File: config.mk
export PLATFORM = sky130hd
export DESIGN_NAME = banked_ram_stack
export DESIGN_NICKNAME = d
export VERILOG_FILES = /design/src/rtl/banked_ram_stack.sv
export SDC_FILE = /design/constraint.sdc
export NUM_CORES = 2
export LEC_CHECK = 0
export ABC_AREA = 0
export BUFFER_PORTS_ARGS = -buffer_cell sky130_fd_sc_hd__buf_2
export CAP_MARGIN = 15
export CORE_ASPECT_RATIO = 0.75
export CORE_MARGIN = 3
export CORE_UTILIZATION = 41
export CTS_BUF_LIST = sky130_fd_sc_hd__clkbuf_16
export CTS_CLUSTER_SIZE = 28
export DETAILED_ROUTE_END_ITERATION = 16
export GPL_TIMING_DRIVEN = 0
export HOLD_SLACK_MARGIN = 0.15
export SKIP_CTS_REPAIR_TIMING = 1
export SLEW_MARGIN = 20
export SYNTH_ARGS = -nofsm -noshare
export SYNTH_HDL_FRONTEND = slang
export SYNTH_SLANG_ARGS = --single-unit
File: constraint.sdc
create_clock -name clk -period 3.1 [get_ports clk]
set_input_delay 0.155 -clock clk [delete_from_list [all_inputs] [get_ports clk]]
set_output_delay 0.155 -clock clk [all_outputs]
set_load 0.02 [all_outputs]
File: src/rtl/banked_ram_stack.sv
module banked_ram_stack #(
  parameter int DATA_W     = 8,
  parameter int ADDR_W     = 6,
  parameter int EXT_AW     = 8,
  parameter int IDX_W      = 3,
  parameter int SP_W       = 3,
  parameter int PC_W       = 12,
  parameter int ST_W       = 4,
  parameter int STACK_BASE = 8,
  parameter int BANK1_BASE = 24
) (
  input  logic              clk,
  input  logic              rst_n,
  input  logic              bank_sel,
  input  logic [IDX_W-1:0]  reg_rd_idx,
  output logic [DATA_W-1:0] reg_rd_data,
  input  logic              reg_we,
  input  logic [IDX_W-1:0]  reg_wr_idx,
  input  logic [DATA_W-1:0] reg_wr_data,
  input  logic              ind_rd_sel,
  output logic [DATA_W-1:0] ind_rd_data,
  input  logic              ind_we,
  input  logic              ind_wr_sel,
  input  logic [DATA_W-1:0] ind_wr_data,
  input  logic [EXT_AW-1:0] dir_rd_addr,
  output logic [DATA_W-1:0] dir_rd_data,
  input  logic              dir_we,
  input  logic [EXT_AW-1:0] dir_wr_addr,
  input  logic [DATA_W-1:0] dir_wr_data,
  input  logic              push,
  input  logic [PC_W-1:0]   push_pc,
  input  logic [ST_W-1:0]   push_stat,
  input  logic              pop,
  output logic [PC_W-1:0]   pop_pc,
  output logic [ST_W-1:0]   pop_stat,
  output logic              pop_valid,
  output logic [SP_W-1:0]   sp
);

  localparam int DEPTH = 1 << ADDR_W;
  localparam int HI_W  = PC_W - DATA_W;

  logic [DATA_W-1:0] mem [DEPTH];

  logic [ADDR_W-1:0] bank_base, reg_rd_loc, reg_wr_loc;
  logic [ADDR_W-1:0] ptr_rd_loc, ptr_wr_loc, ind_rd_loc, ind_wr_loc;
  logic [ADDR_W-1:0] dir_rd_loc, dir_wr_loc;
  logic [ADDR_W-1:0] push_lo, push_hi, pop_lo, pop_hi;
  logic [SP_W-1:0]   sp_dec;
  logic [DATA_W-1:0] push_hi_byte, pop_hi_byte;
  logic              do_push;

  assign bank_base  = bank_sel ? ADDR_W'(BANK1_BASE) : '0;
  assign reg_rd_loc = bank_base + ADDR_W'(reg_rd_idx);
  assign reg_wr_loc = bank_base + ADDR_W'(reg_wr_idx);
  assign ptr_rd_loc = bank_base + ADDR_W'(ind_rd_sel);
  assign ptr_wr_loc = bank_base + ADDR_W'(ind_wr_sel);
  assign ind_rd_loc = mem[ptr_rd_loc][ADDR_W-1:0];
  assign ind_wr_loc = mem[ptr_wr_loc][ADDR_W-1:0];
  assign dir_rd_loc = dir_rd_addr[ADDR_W-1:0];
  assign dir_wr_loc = dir_wr_addr[ADDR_W-1:0];

  assign sp_dec  = sp - SP_W'(1);
  assign push_lo = ADDR_W'(STACK_BASE) + ADDR_W'({sp, 1'b0});
  assign push_hi = push_lo + ADDR_W'(1);
  assign pop_lo  = ADDR_W'(STACK_BASE) + ADDR_W'({sp_dec, 1'b0});
  assign pop_hi  = pop_lo + ADDR_W'(1);
  assign do_push = push & ~pop;

  assign push_hi_byte = {push_stat, push_pc[PC_W-1:DATA_W]};
  assign pop_hi_byte  = mem[pop_hi];

  always_ff @(posedge clk or negedge rst_n) begin
    if (!rst_n) begin
      for (int i = 0; i < DEPTH; i++) mem[i] <= '0;
      sp          <= '0;
      reg_rd_data <= '0;
      ind_rd_data <= '0;
      dir_rd_data <= '0;
      pop_pc      <= '0;
      pop_stat    <= '0;
      pop_valid   <= 1'b0;
    end else begin
      for (int i = 0; i < DEPTH; i++) begin
        if (do_push && ADDR_W'(i) == push_lo)
          mem[i] <= push_pc[DATA_W-1:0];
        else if (do_push && ADDR_W'(i) == push_hi)
          mem[i] <= push_hi_byte;
        else if (reg_we && ADDR_W'(i) == reg_wr_loc)
          mem[i] <= reg_wr_data;
        else if (ind_we && ADDR_W'(i) == ind_wr_loc)
          mem[i] <= ind_wr_data;
        else if (dir_we && ADDR_W'(i) == dir_wr_loc)
          mem[i] <= dir_wr_data;
      end
      reg_rd_data <= mem[reg_rd_loc];
      ind_rd_data <= mem[ind_rd_loc];
      dir_rd_data <= mem[dir_rd_loc];
      pop_valid   <= pop;
      if (pop) begin
        sp       <= sp_dec;
        pop_pc   <= {pop_hi_byte[HI_W-1:0], mem[pop_lo]};
        pop_stat <= pop_hi_byte[DATA_W-1:DATA_W-ST_W];
      end else if (do_push) begin
        sp <= sp + SP_W'(1);
      end
    end
  end

  p_reg_write_lands_r2: assert property (@(posedge clk) disable iff (!rst_n)
    reg_we |=> mem[$past(reg_wr_loc)] == $past(reg_wr_data));

  p_push_low_byte_r6: assert property (@(posedge clk) disable iff (!rst_n)
    (push && !pop) |=> mem[ADDR_W'(STACK_BASE) + ADDR_W'({$past(sp), 1'b0})] == $past(push_pc[DATA_W-1:0]));

  p_push_sp_r8: assert property (@(posedge clk) disable iff (!rst_n)
    (push && !pop) |=> sp == SP_W'($past(sp) + SP_W'(1)));

  p_pop_sp_r12: assert property (@(posedge clk) disable iff (!rst_n)
    pop |=> sp == SP_W'($past(sp) - SP_W'(1)));

  p_pop_valid_r7: assert property (@(posedge clk) disable iff (!rst_n)
    pop |=> pop_valid);

  p_pop_valid_low_r7: assert property (@(posedge clk) disable iff (!rst_n)
    !pop |=> !pop_valid);

  p_roundtrip_r7: assert property (@(posedge clk) disable iff (!rst_n)
    (push && !pop) ##1 (pop && !push) |=>
      ({pop_stat, pop_pc} == $past({push_stat, push_pc}, 2)));

  p_read_old_r10: assert property (@(posedge clk) disable iff (!rst_n)
    1'b1 |=> dir_rd_data == $past(mem[dir_rd_addr[ADDR_W-1:0]]));

endmodule

==> flow_summary.json <==
{
  "synth_top_area_share_pct": 34.85,
  "io_buffer_count": 59,
  "critical_path.max_fanout": 10,
  "cts_root_buffer": "clkbuf_16",
  "dr_total_vias": 40434,
  "crit_required_ns": 3.61,
  "post-dp-hpwl_um": 190000,
  "nets": 4287,
  "synth_warnings": 0,
  "syn_nets": 4061,
  "worstSetupPathDepth": 8,
  "num-fill-cells": 9003,
  "grt_first_pass_wirelength_um": 330100,
  "drt_iter0_drc": 7128,
  "rsz0062_at_grt": "true",
  "max_freq_ghz": 0.2989,
  "seq_area_frac_synth_pct": 34.85,
  "start_util_pct": 41.63,
  "slowest_delay_ns": 0.60,
  "place_area_mm2": 0.04253,
  "synth_flop_cell": "dfrtp_1",
  "multi_input_area_mm2": 0.02567,
  "r2r-start": "mem[305]",
  "synth_area_mm2": 0.03992,
  "hp-class": "primary input to register",
  "drtPass1Iterations": 9,
  "synth-edff-count": 0,
  "die_h_um": 276.2,
  "die_area_mm2": 0.1012,
  "post-route-min-period_ns": 3.346,
  "finalWorstSetupSlack_ns": -0.2459,
  "via_per_inst": 7.242,
  "path_common_cell": "clkbuf_4",
  "status": "finished, violations left",
  "power_density_mw_per_mm2": 1111,
  "hold_depth": 5,
  "synth_cells": 3982,
  "crit_path_top_delay_cell": "a22oi_2",
  "fp-row-count": 98,
  "synth_seq_cells": 556,
  "grt.total_usage_pct": 48.00,
  "fin_crit_sh_pct": 107.9,
  "vdd_ir_drop_max_uv": 516.2,
  "ys_async_sr_fraction_pct": 100.0,
  "avgSynthCellArea_um2": 10.02,
  "ioPinCount": 116,
  "numCtsBuffers": 67,
  "detailedPlace.worstSlack_ns": -1.970,
  "ctsHtreeMaxLevel": 3,
  "cts.clk_slew.worst_paths_ns": 0.06,
  "worstPathBufferInverterCount": 2,
  "cap_violations": 0,
  "setup.worst_path.class": "register to register",
  "grt_overflow_total": 0,
  "startpoint": "mem[305]",
  "grt_pass1_vias": 35917,
  "area_growth_pct": 18.36,
  "p_leak_nw": 20.68,
  "power_mw": 52.48,
  "synth_top_area_cell": "dfrtp_1",
  "clkSinkCount": 556,
  "setup_viol": 36,
  "rr_worst_depth": 8,
  "synth_common_cells": "566 x mux2i_1, 556 x dfrtp_1, 492 x nand2_1",
  "worst_hold_startpoint": "reg_wr_idx[2]",
  "seq_area_mm2": 0.01393,
  "cts_buffer_depth": 3,
  "wl_per_cell_um": 45.17,
  "antenna_left": 0,
  "slew_violations": 0,
  "cp_top_family": "compound AO/OA/AOI/OAI gates",
  "worst_setup_path_start_kind": "register",
  "violations": "negative setup slack",
  "tightest_slew_ns": 1.360,
  "clock_latency_ns": 0.70,
  "antenna_found_initial": 25,
  "grt_max_degree": 92,
  "synth_area_leaders": "dfrtp_1 35%, mux4_2 15%, mux2i_1 14%",
  "tritoncts": "yes",
  "postRouteWirelength_um": 252200,
  "yosysMostFrequentCell": "mux2i_1",
  "drive_gt1_share_pct": 25.52,
  "slew_headroom_pct": 9.347,
  "critPathCaptureType": "register",
  "finalHoldViolations": 0,
  "die_w_um": 366.3,
  "drcViolationCount": 0,
  "skew_ns": 0.02304,
  "cp_cell_sequence": "mux2i_1 -> mux2_2 -> clkbuf_4 -> clkbuf_4 -> nor2_1 -> a22oi_2 -> a31oi_4 -> nor4_4",
  "gp_congestion": 1.094,
  "synth_cell_types": 63,
  "stdcell_area_mm2": 0.04725,
  "core-area_mm2": 0.09589,
  "cp_data_arrival_time_ns": 3.86
}
final timing paths:
kind | slack, ns | to
setup / recovery | -0.25 | ind_rd_data[0]
setup reg to reg | -0.25 | ind_rd_data[0]
max in group asynchronous | 1.22 | mem[305]
hold reg to reg | 0.52 | pop_pc[2]
min in group asynchronous | 0.63 | mem[86]
hold / removal | 0.14 | mem[488]
layer usage:
layer	part of all wire [%]	vias to the layer above	global-route usage, %	wire, µm
met5	0.22	-	1.266	546
met4	5.8	20	20.87	14530
met3	18	768	28.53	44660
met2	37	3701	59.51	92320
met1	40	20642	65.65	100100
li1	-	15303	-	-
layout make-up:
cell class,count,share of cell area [%]
multi-input cells,2989,54.34
flip-flops and latches,556,29.47
plain buffers,419,4.809
clock buffers,69,3.654
well taps,1300,3.443
repair buffers,162,3.331
clock inverters,51,0.7229
diodes,24,0.1271
inverters,13,0.1033
metrics by stage:
stage	TNS, ns	std cells	utilization, %	hold WS [ns]
global route	-0.9732	5565	49.23	0.1502
CTS	-226.05	5494	46.51	-0.6524
detailed placement	-220.53	5374	44.36	0.07890
finish	-1.856	5583	49.28	0.1383
global placement	-6319.91	5341	43.64	0.3534
floorplan	0	3982	-	-0.1406
registers in the layout (all words and copies together), names as in the netlist:
signal	cells
pop_pc	12
ind_rd_data	8
sp	3
pop_valid	1
mem	512
reg_rd_data	8
pop_stat	4
dir_rd_data	8
placed cells by master (no fill, tap or decap), drive strengths merged, types with 10 or more instances in the layout:
cell type | Yosys | final
o22ai | 25 | 25
diode | 0 | 24
nor3 | 10 | 10
inv | 13 | 30
clkbuf | 289 | 354
mux2 | 118 | 118
a311oi | 123 | 123
a21oi | 227 | 227
nand3 | 67 | 67
buf | 135 | 283
dfrtp | 556 | 556
clkinv | 0 | 28
o21ai | 242 | 242
a211oi | 103 | 103
and3 | 20 | 20
nor4 | 16 | 16
a22oi | 30 | 30
mux2i | 566 | 566
nor2 | 356 | 356
o221ai | 12 | 12
dlygate4sd3 | 0 | 13
nor4b | 21 | 21
nor2b | 80 | 80
nand2 | 504 | 504
a21o | 99 | 99
mux4 | 274 | 274
tightest hold or removal path, delay by kind of cell:
family,cells,cell delay (ns)
simple gates,2,0.16
buf+inv,1,0.14
mux,1,0.26
compound gates,1,0.06
kinds of logic (layout without fill, tap and decap cells):
group | Yosys count | count (layout) | share of synthesized area, %
AO/OA/AOI/OAI | 897 | 897 | 14.55
other | 0 | 24 | 0
buffers and inverters | 437 | 714 | 4.529
multiplexers | 958 | 958 | 32.98
XOR/XNOR | 2 | 2 | 0.04389
AND/OR/NAND/NOR | 1125 | 1125 | 12.82
flip-flops | 556 | 556 | 34.85
adder cells (fa/ha/maj) | 7 | 7 | 0.2194
report_power, final:
| part | internal [mW] | switching [mW] |
|---|---|---|
| clock | 4.31 | 3.71 |
| sequential | 10.7 | 5.06 |
| combinational | 11.2 | 17.4 |
Note: power is estimated with default switching activity, not from simulation.
